**config.mk**
```make
export PLATFORM = sky130hd
export DESIGN_NAME = shelf_section
export DESIGN_NICKNAME = d
export VERILOG_FILES = /design/src/rtl/shelf_section.sv
export SDC_FILE = /design/constraint.sdc
export NUM_CORES = 1
export LEC_CHECK = 0
export ABC_AREA = 1
export BUFFER_PORTS_ARGS = -buffer_cell sky130_fd_sc_hd__buf_2
export CAP_MARGIN = 20
export CORE_MARGIN = 2
export CORE_UTILIZATION = 57
export DETAILED_ROUTE_END_ITERATION = 10
export GPL_TIMING_DRIVEN = 0
export PLACE_DENSITY = 0.74
export SLEW_MARGIN = 0
export SYNTH_ARGS = -nofsm -noshare
export SYNTH_HDL_FRONTEND = slang
export SYNTH_SLANG_ARGS = --single-unit
```
**constraint.sdc**
```tcl
create_clock -name clk -period 14.2 [get_ports clk]
set_input_delay 0.71 -clock clk [delete_from_list [all_inputs] [get_ports clk]]
set_output_delay 0.71 -clock clk [all_outputs]
set_load 0.02 [all_outputs]
```
**src/rtl/shelf_section.sv**
```systemverilog
module shelf_section #(
  parameter int IN_W     = 16,
  parameter int IN_FRAC  = 15,
  parameter int COEF_W   = 16,
  parameter int B_FRAC   = 14,
  parameter int A_FRAC   = 14,
  parameter int NUM_W    = 34,
  parameter int NUM_FRAC = 30,
  parameter int DEN_W    = 34,
  parameter int DEN_FRAC = 29,
  parameter int OUT_W    = 18,
  parameter int OUT_FRAC = 15,
  parameter logic signed [COEF_W-1:0] B1 = 16'sd16499,
  parameter logic signed [COEF_W-1:0] B2 = -16'sd16037,
  parameter logic signed [COEF_W-1:0] A2 = -16'sd16152
) (
  input  logic                    clk,
  input  logic                    rst_n,
  input  logic                    in_valid,
  input  logic signed [IN_W-1:0]  in_data,
  output logic                    out_valid,
  output logic signed [OUT_W-1:0] out_data
);

  localparam int DIGITS = COEF_W + 1;
  localparam int NUM_SH = NUM_FRAC - IN_FRAC - B_FRAC;
  localparam int QSH    = NUM_FRAC - DEN_FRAC;
  localparam int DEN_SH = DEN_FRAC - OUT_FRAC - A_FRAC;
  localparam int OSH    = DEN_FRAC - OUT_FRAC;

  function automatic logic [31:0] csd_mask(input int c, input int sel);
    int v;
    int d;
    logic [31:0] m;
    v = c;
    m = '0;
    for (int i = 0; i < DIGITS; i++) begin
      if (v[0]) d = v[1] ? -1 : 1;
      else d = 0;
      m[i] = (d == sel);
      v = (v - d) >>> 1;
    end
    return m;
  endfunction

  localparam logic [31:0] B1_P = csd_mask(int'(B1), 1);
  localparam logic [31:0] B1_N = csd_mask(int'(B1), -1);
  localparam logic [31:0] B2_P = csd_mask(int'(B2), 1);
  localparam logic [31:0] B2_N = csd_mask(int'(B2), -1);
  localparam logic [31:0] A2_P = csd_mask(int'(A2), 1);
  localparam logic [31:0] A2_N = csd_mask(int'(A2), -1);

  logic signed [IN_W-1:0]  x_prev;
  logic signed [OUT_W-1:0] y_prev;
  logic                    primed;

  logic signed [NUM_W-1:0] xe, xpe, num_acc;
  logic signed [DEN_W-1:0] ye, num_q, den_acc;
  logic signed [OUT_W-1:0] y_new;

  assign xe  = {{(NUM_W-IN_W){in_data[IN_W-1]}}, in_data};
  assign xpe = {{(NUM_W-IN_W){x_prev[IN_W-1]}}, x_prev};
  assign ye  = {{(DEN_W-OUT_W){y_prev[OUT_W-1]}}, y_prev};

  always_comb begin
    num_acc = '0;
    for (int k = 0; k < DIGITS; k++) begin
      if (B1_P[k]) num_acc = num_acc + (xe <<< (k + NUM_SH));
      if (B1_N[k]) num_acc = num_acc - (xe <<< (k + NUM_SH));
      if (B2_P[k]) num_acc = num_acc + (xpe <<< (k + NUM_SH));
      if (B2_N[k]) num_acc = num_acc - (xpe <<< (k + NUM_SH));
    end
  end

  assign num_q = DEN_W'(num_acc >>> QSH);

  always_comb begin
    den_acc = num_q;
    for (int k = 0; k < DIGITS; k++) begin
      if (A2_P[k]) den_acc = den_acc - (ye <<< (k + DEN_SH));
      if (A2_N[k]) den_acc = den_acc + (ye <<< (k + DEN_SH));
    end
  end

  assign y_new = OUT_W'(den_acc >>> OSH);

  always_ff @(posedge clk or negedge rst_n) begin
    if (!rst_n) begin
      x_prev    <= '0;
      y_prev    <= '0;
      out_data  <= '0;
      out_valid <= 1'b0;
      primed    <= 1'b0;
    end else begin
      out_valid <= in_valid & primed;
      if (in_valid) begin
        x_prev   <= in_data;
        y_prev   <= y_new;
        out_data <= y_prev;
        primed   <= 1'b1;
      end
    end
  end

endmodule

```
==> impl_results.md, run 1 <==
- Overflow left after global routing: 0
- Total wire length after detailed routing: 28,300 µm
- Worst rel slew slack: 36.9%
- Total track usage: around 28%
- Diodes inserted: 0
- I/O Pins: 38
- Number of pins with negative max-slew slack in the final report: 0
- Chip Width: ~150 µm
- Count of state elements after synthesis: 54
- CP delay by family, top: adder cells
- Top cells by area, synth: fa_1 38%, ha_1 13%, dfrtp_1 12%
- Critical-path top delay cell: inv_1
- Worst-margin pin slew: 0.946 ns
- Placed wire-length estimate after detailed placement: approximately 25,000 µm
- Syn-to-layout area delta: 6.19%
- Post-route antenna net violation count: 0
- Largest net degree at the start of global routing: 39
- Buffering stage count on the worst path with inverters included: 4
- Library cell used as clock root buffer: clkbuf_16
- Via count of the first global-routing pass: roughly 9,200
- CP dominant cell by count: fa_1
- Post-CTS Hold Fix Bufs: 0
- Insertion delay of the later-clocked pin in the worst-skew pair: slightly above 0.3 ns
- Number of max-cap violations: 0
- Starting DRC count in detailed routing: about 600
- Achievable clock frequency: about 130 MHz
- Post-synthesis instance area: about 0.012 mm²
- Endpoint required time on the critical path: 14.41 ns
- Final weighted congestion in routability-driven placement: roughly 0.95
- Num Clock Sinks: between 50 and 60
- Critical Path End Type: flop
- Slowest Stage Delay on Critical Path: about 0.57 ns
- Period utilization: a little under three fifths
- Worst slack, placed: 5.97 ns
- Type of the most critical hold path: primary input to asynchronous set/reset pin
- Number of nets at the end of the flow: ~1,700
- Global-route wire length before repair: 46,700 µm
- Fraction of layout cells with a size suffix above 1: approximately 6%
- Clock Skews: 0.0120 ns
- Sequential-to-total area share from yosys stat: 11.7%
- Max FO, Critical Path: 18
- Crit path time final: between 7 and 8 ns
- CTS resizes: 0
- Antenna violations before repair: 0
- Result of the run: completed
- TritonCTS clock tree: done
- TritonCTS buffer count: 5
- H-tree lvl count: 2
- Die Footprint: approximately 0.021 mm²
- Cells after Synth: between 1,000 and 1,500
- Synth warn: 0
- Sum Neg Setup Slack: 0 ns
- Setup CP Type: primary input to flop
- Clk pin slew, worst setup/hold paths: roughly 0.090 ns
- Pre-Repair DR Iteration Count: 5
- Fraction of post-synthesis cell area in the top cell type by area: about two fifths
- Chip Height: around 150 µm
- Number of nets produced by synthesis: roughly 1,700
- DRC Markers: 0
- Number of distinct library cell variants in the gate-level netlist after synthesis: 42
- Detailed-route via count: approximately 9,000
- Slack of the critical path: between 6 and 7 ns
- Final hold vios: 0
- Starting density of the core: 57.6%
- Final-report setup violation count: 0
- Arrival @ worst endpoint: 8.08 ns
- Multi-input logic area: about 0.009 mm²
- Post-CTS Repair Setup Buffers: 0
- Area taken by flip-flops and latches: 0.00135 mm²
- Reg2Reg Setup Slack: ~6.4 ns
- Avg Inst Size Synth: between 8 and 9 µm²
- Post-detailed-route via-to-cell ratio: between 5 and 6
- Kind of start point of the critical path: primary input
- Cell taking the most area after synthesis: fa_1
- Buffers added on ports: 37
- RSZ-0062 raised after global routing: no
- Standard-cell rows: 52
- Number of buffers between clock root and the deepest sink: 2
- Area of the placeable core: 0.0201 mm²
- Number of fill cells: 1,739
- Post-detailed-route wirelength per cell: ~17 µm
==> layout by cell type, fill, tap and decap left out, types with 4 or more instances in the layout <==
cell	synthesis	layout
a21o_1	9	9
a21oi_1	60	60
a21oi_2	4	4
buf_2	1	38
clkbuf_1	10	10
clkbuf_16	0	5
dfrtp_1	54	54
fa_1	222	222
ha_1	122	122
inv_1	312	312
nand2_1	232	232
nand2_2	9	9
nand3_1	59	59
nand3b_1	5	5
nand4_1	13	13
nor2_1	68	68
nor3_1	11	11
nor3_2	4	4
o21ai_0	74	74
o21bai_1	5	5
or2_2	5	5
xnor2_1	16	16
xor2_1	18	18
==> cell usage after synthesis (all sizes together) <==
library cell / count
inv: 313
nand2: 241
fa: 222
ha: 122
o21ai: 77
nor2: 70
a21oi: 65
nand3: 61
dfrtp: 54
xor2: 19
xnor2: 16
nor3: 15
nand4: 13
clkbuf: 11
a21o: 10
o21bai: 6
or2: 6
nand3b: 5
o21a: 3
buf: 2
nor4: 2
o211ai: 2
a211oi: 1
a31oi: 1
o31ai: 1
==> sequential cells by signal (all words and copies together), names as in the netlist <==
| name | flops |
|---|---|
| out_valid | 1 |
| out_data | 18 |
| x_prev | 16 |
| y_prev | 18 |
| primed | 1 |
==> final timing paths <==
| check | startpoint | cells after the start | endpoint |
|---|---|---|---|
| setup / recovery | in_data[15] | 27 | y_prev[17] |
| min in group clk | primed | 2 | out_valid |
| setup reg to reg | x_prev[15] | 26 | y_prev[17] |
| max in group asynchronous | rst_n | 2 | y_prev[1] |
| hold / removal | rst_n | 1 | x_prev[4] |
| hold reg to reg | primed | 2 | out_valid |
==> cell families after synthesis <==
kind of cell | share of synthesized area (%)
buffers and inverters | 10.6
adder cells (fa/ha/maj) | 51.5
XOR/XNOR | 2.71
AO/OA/AOI/OAI | 7.98
AND/OR/NAND/NOR | 15.5
flip-flops | 11.7
==> final cells by class <==
class | instances | area share [%]
clock inverter | 3 | 0.397
multi-input combinational | 958 | 73.2
buffer | 13 | 0.448
inverter | 313 | 9.55
timing repair buffer | 38 | 1.67
sequential | 54 | 11.0
tap | 270 | 2.75
clock buffer | 5 | 1.02
==> metal layers <==
layer,share of wire (%),track usage (%)
met5,0,0
met4,1.5,4.81
met3,6.5,4.31
met2,47,44.9
met1,45,40.6
==> stage by stage <==
stage               area [µm²]  instances  util (%)  hold slack [ns]
floorplan                11600       1338         -            0.414
global placement         12100       1645      60.2            0.439
detailed placement       12100       1646      60.3            0.461
CTS                      12300       1654      61.2            0.340
global route             12300       1654      61.2            0.366
finish                   12300       1654      61.2            0.347
Power of run 1 is left out: the tool's default activity adds up to more than one toggle a clock period on the data nets, which glitch-free logic cannot reach.
==> run 2, diff against run 1 <==
--- a/config.mk
+++ b/config.mk
@@ -12,7 +12,7 @@
 export CORE_UTILIZATION = 57
 export DETAILED_ROUTE_END_ITERATION = 10
 export GPL_TIMING_DRIVEN = 0
-export PLACE_DENSITY = 0.74
+export PLACE_DENSITY = 0.77
 export SLEW_MARGIN = 0
 export SYNTH_ARGS = -nofsm -noshare
 export SYNTH_HDL_FRONTEND = slang
==> constraint.sdc (replaced) <==
create_clock -name clk -period 6.9 [get_ports clk]
set_input_delay 0.345 -clock clk [delete_from_list [all_inputs] [get_ports clk]]
set_output_delay 0.345 -clock clk [all_outputs]
set_load 0.02 [all_outputs]
==> run 2 against run 1 <==
- global-route usage increased by 0.41 points
- flip-flop and latch count unchanged
- utilization increased by 2.2 points
- critical endpoint is now y_prev[9]
- via count increased by 1.3%
- register-to-register slack got worse by 6.2 ns
- non-clock buffer count increased by 14
- worst hold slack got worse by 0.099 ns
- largest cell class unchanged
- first-iteration DRC count increased by 4.7%
- clock skew decreased by 0.0016 ns
==> impl_results.md, run 2 (synthesis results as in run 1) <==
- Starting density of the core: approximately 58%
- TritonCTS buffer count: 5
- Antenna violations before repair: 0
- Standard-cell rows: between 50 and 60
- Number of pins with negative max-slew slack in the final report: 0
- RSZ-0062 raised after global routing: yes
- Minimum hold slack: approximately 0.25 ns
- Insertion delay of the later-clocked pin in the worst-skew pair: 0.31 ns
- Endpoint required time on the critical path: between 7 and 8 ns
- Chip Height: around 150 µm
- Final hold vios: 0
- Cells after DPL: between 1,500 and 2,000
- Number of nets at the end of the flow: 1,760
- Commonest non-fill, non-tap cell in the layout: inv_1
- Achievable clock frequency: roughly 150 MHz
- Starting DRC count in detailed routing: ~620
- H-tree lvl count: 2
- Area of the placeable core: 0.0201 mm²
- DRC Markers: 0
- Total wire length after detailed routing: 28,700 µm
- Fraction of layout cells with a size suffix above 1: 12.6%
- Period utilization: 97.0%
- Worst-margin pin slew: between 0.7 and 0.8 ns
- Die Footprint: roughly 0.021 mm²
- Syn-to-layout area delta: 10.1%
- Global-route wire length before repair: between 40,000 and 50,000 µm
- Sum Neg Setup Slack: 0 ns
- Via count of the first global-routing pass: just over 9,000
- Final-report setup violation count: 0
- Largest registers: out_data: 18 flops, y_prev: 18 flops, x_prev: 16 flops
- Overflow left after global routing: 0
- Pre-Repair DR Iteration Count: 5
- Number of fill cells: approximately 1,700
- I/O Pins: 38
- Placed wire-length estimate after detailed placement: 24,800 µm
- Number of buffers between clock root and the deepest sink: 2
- Non-filler instance count after layout: ~1,700
- Detailed-route via count: 9,036
- Worst rel slew slack: a little over half
- Post-route antenna net violation count: 0
- Critical-path top delay cell: fa_1
- Library cell used as clock root buffer: clkbuf_16
- Crit path time final: about 6.7 ns
- Final weighted congestion in routability-driven placement: approximately 0.96
- Clk pin slew, worst setup/hold paths: roughly 0.090 ns
- Buffers added on ports: 37
- CP dominant cell by count: fa_1
- Number of max-cap violations: 0
- Critical Path End Type: flop
- Max FO, Critical Path: 5
- Slowest Stage Delay on Critical Path: 0.53 ns
- CP delay by family, top: adder cells
- Kind of start point of the critical path: flop
- Largest net degree at the start of global routing: 39
- Num Clock Sinks: 54
- Buffering stage count on the worst path with inverters included: 5
- Type of the most critical hold path: primary input to flop
- Clock Skews: slightly above 0.01 ns
- Diodes inserted: 0
- Total track usage: between 20% and 30%
- Arrival @ worst endpoint: 6.87 ns
- Post-detailed-route wirelength per cell: ~17 µm
- Post-detailed-route via-to-cell ratio: between 5 and 6
- Result of the run: completed
- Setup CP Type: flop to flop
- TritonCTS clock tree: done
- Most frequent cells in the layout: 296 x inv_1, 226 x nand2_1, 221 x fa_1
- Chip Width: between 100 and 150 µm
run 2: cell types whose count changed in the layout (fill, tap and decap cells not counted), moves of 10 or more:
cell     previous run  this run
nor2_1             68        55
dfrtp_2             0        10
buf_4               1        13
ha_1              122       109
dfrtp_1            54        43
nor2_2              1        11
inv_1             312       296
run 2: path summary, 6_finish.rpt:
kind	from	endpoint	slack, ns	depth (start not counted)
max reg2reg	x_prev[11]	y_prev[9]	0.20	27
min	in_data[5]	x_prev[5]	0.25	3
min in group asynchronous	rst_n	x_prev[2]	0.51	2
max in group asynchronous	rst_n	y_prev[12]	5.80	3
min reg2reg	primed	out_valid	0.47	2
max	x_prev[11]	y_prev[9]	0.20	27
run 2: timing repair:
action	4_1_cts	5_1_grt
buffers inserted	7	6
hold buffers	1	0
pin swaps	0	9
hold endpoints to repair	16	0
setup endpoints to repair	16	18
gates resized for setup	20	90
run 2: worst register-to-register path, stage by stage (launching register included):
cell and delay (ns):
dfrtp_1 0.44, inv_2 0.20, fa_1 0.46, fa_1 0.53, fa_1 0.44, fa_1 0.50, inv_1 0.05, fa_1 0.47
inv_1 0.04, ha_2 0.39, nand2_2 0.11, nor2_1 0.18, o21ai_0 0.15, nand3_2 0.13, xnor2_1 0.10, fa_1 0.39
fa_1 0.52, inv_1 0.05, ha_1 0.34, nand2_1 0.14, inv_1 0.10, a21oi_4 0.18, nand2_1 0.07, nand2_1 0.06
nand3b_1 0.15, or2_1 0.24, nand3_1 0.06, o21ai_0 0.07
run 2: routing by layer:
metal	GRT usage [%]	up-vias	wire length, µm
li1	-	4231	-
met1	42.5	4487	12900
met2	43.7	281	13600
met3	4.00	37	1730
met4	6.36	0	576
met5	0	-	0
run 2: final cells by class:
class | count | area, µm² | share of cell area, %
inverter | 313 | 1200 | 9.43
clock buffer | 5 | 125 | 0.981
sequential | 54 | 1370 | 10.7
multi-input combinational | 958 | 9300 | 72.9
buffer | 13 | 55.1 | 0.432
clock inverter | 3 | 28.8 | 0.226
timing repair buffer | 52 | 340 | 2.67
tap | 270 | 338 | 2.65
run 2: per-stage QoR:
stage | setup WS, ns | util, % | area [µm²]
floorplan | 0.292 | - | 11600
global placement | -0.865 | 60.2 | 12100
detailed placement | -0.996 | 60.3 | 12100
CTS | 0.00293 | 61.6 | 12400
global route | -0.0622 | 63.4 | 12800
finish | 0.204 | 63.4 | 12800
Power of run 2 is left out for the same reason.
==> run 3, diff against run 2 <==
--- a/config.mk
+++ b/config.mk
@@ -12,7 +12,7 @@
 export CORE_UTILIZATION = 57
 export DETAILED_ROUTE_END_ITERATION = 10
 export GPL_TIMING_DRIVEN = 0
-export PLACE_DENSITY = 0.77
+export PLACE_DENSITY = 0.81
 export SLEW_MARGIN = 0
 export SYNTH_ARGS = -nofsm -noshare
 export SYNTH_HDL_FRONTEND = slang
==> run 3 against run 2 <==
- first-iteration DRC count is 12% higher
- count of clock-buffer cells in the layout unchanged
- fmax decreased by 0.16%
- global-route usage fell by 0.085 points
- non-clock buffer count decreased by 3
- largest cell class unchanged
- highest routed layer unchanged
==> impl_results.md, run 3 (synthesis results as in run 1) <==
- Num Clock Sinks: 54
- Antenna violations before repair: 0
- Syn-to-layout area delta: 9.23%
- Insertion delay of the later-clocked pin in the worst-skew pair: approximately 0.33 ns
- Post-detailed-route wirelength per cell: about 18 µm
- Achievable clock frequency: ~150 MHz
- Hold_sp: in_data[7]
- Number of max-cap violations: 0
- Worst hold path endpoint: x_prev[7]
- Starting density of the core: roughly 58%
- Clk pin slew, worst setup/hold paths: ~0.080 ns
- Library cell used as clock root buffer: clkbuf_16
- Total track usage: between 20% and 30%
- Area of the placeable core: between 0.02 and 0.025 mm²
- TritonCTS buffer count: 5
- Die Footprint: approximately 0.021 mm²
- Post-route antenna net violation count: 0
- Number of buffers between clock root and the deepest sink: 2
- Post-detailed-route via-to-cell ratio: 5.44
- Type of the most critical hold path: primary input to flop
- Capture instance of the worst register-to-register path: y_prev[13]
- Reg2reg start: x_prev[11]
- DRC Markers: 0
- Chip Height: between 100 and 150 µm
- Final hold vios: 0
- Reg2Reg Setup Slack: around 0.19 ns
- Worst-margin pin slew: about 0.66 ns
- Commonest non-fill, non-tap cell in the layout: inv_1
- CP delay by family, top: adder cells
- Kind of start point of the critical path: flop
- Fraction of layout cells with a size suffix above 1: between 10% and 20%
- Critical Path End Type: flop
- Placed wire-length estimate after detailed placement: around 25,000 µm
- Most frequent cells in the layout: 295 x inv_1, 229 x nand2_1, 221 x fa_1
- Largest net degree at the start of global routing: 40
- Setup CP Type: flop to flop
- Diodes inserted: 0
- Largest registers: out_data: 18 flops, y_prev: 18 flops, x_prev: 16 flops
- Overflow left after global routing: 0
- Cells on Worst Hold Path: 3
- Slowest Stage Delay on Critical Path: 0.52 ns
- Max FO, Critical Path: 5
- Detailed-route via count: 9,060
- Starting DRC count in detailed routing: 698
- H-tree lvl count: 2
- Critical-path top delay cell: fa_1
- Buffers added on ports: 37
- I/O Pins: 38
- Minimum hold slack: about 0.24 ns
- TritonCTS clock tree: done
- RSZ-0062 raised after global routing: yes
- Period utilization: around 100%
- Global-route wire length before repair: about 47,000 µm
- Standard-cell rows: 52
- Source of the critical timing path: x_prev[11]
- Worst Reg2Reg Path Length in Cells: 29
- Crit path time final: between 6 and 7 ns
- Final-report setup violation count: 0
- Result of the run: completed
- Arrival @ worst endpoint: 6.90 ns
- Pre-Repair DR Iteration Count: 5
- Endpoint required time on the critical path: between 7 and 8 ns
- Final weighted congestion in routability-driven placement: 0.955
- Number of pins with negative max-slew slack in the final report: 0
- Number of nets at the end of the flow: around 1,800
- Worst rel slew slack: between 50% and 60%
- Via count of the first global-routing pass: a little over 9,000
- Chip Width: 147 µm
- Total wire length after detailed routing: just under 30,000 µm
- Buffering stage count on the worst path with inverters included: 4
- Number of fill cells: about 1,600
- CP dominant cell by count: fa_1
- Clock Skews: about 0.014 ns
## run 3: changes by cell type in the layout (fill, tap and decap cells not counted), sizes merged
cell      change
buf           -3
clkinv        -1
clkinvlp      +1
inv           +1
## run 3: area by class of cell
cell class	count	area (µm²)	share of cell area, %
Multi-Input combinational cell	958	9230	72.9
Inverter	313	1200	9.52
Buffer	13	55.1	0.435
Clock buffer	5	125	0.989
Clock inverter	3	28.8	0.227
Timing Repair inverter	1	5.00	0.0395
Sequential cell	54	1370	10.8
Tap cell	270	338	2.67
Timing Repair Buffer	49	305	2.41
## run 3: how the worst max path moves through the flow
stage / end / slack [ns] / depth (start not counted)
4_1_cts: y_prev[17] / 0.008 / 28
3_3_place_gp: y_prev[17] / -0.89 / 27
6_report: y_prev[13] / 0.19 / 29
5_1_grt: y_prev[9] / -0.04 / 27
2_1_floorplan: y_prev[17] / 0.29 / 26
3_5_place_dp: y_prev[17] / -0.99 / 27
## run 3: worst register-to-register path, delay by kind of cell, from the launching register on
family / cells / cell delay (ns)
buffers and inverters: 4 / 0.38
AOI/OAI and AO/OA: 1 / 0.10
xor gates and xnor gates: 1 / 0.18
DFF: 1 / 0.45
adders and majority gates: 8 / 3.57
and+or+nand+nor: 15 / 1.90
## run 3: metrics by stage
step	instances	util [%]	cell area (µm²)	TNS (ns)	setup slack, ns
floorplan	1338	-	11600	0	0.292
CTS	1661	61.5	12400	0	0.00832
global placement	1645	60.2	12100	-9.17	-0.890
global route	1666	62.9	12700	-0.164	-0.0439
detailed placement	1646	60.3	12100	-10.26	-0.988
finish	1666	62.9	12700	0	0.193
## run 3: metal layers
layer  up-vias  GRT usage [%]  share of wire, %  wire, µm
met5         -              0                 0         0
met4         0           7.14               1.8       516
met3        38           3.88               6.9      2020
met2       333           44.6                48     14000
met1      4449           41.2                44     12800
li1       4240              -                 -         -
## run 3: what timing repair did
action | CTS | global route
buffers inserted | 6 | 4
pin swaps | 0 | 3
hold endpoints to repair | 15 | 0
gates cloned | 0 | 1
resized for setup | 22 | 75
hold buffers | 1 | 0
setup endpoints to repair | 16 | 15
Power of run 3 is left out for the same reason.
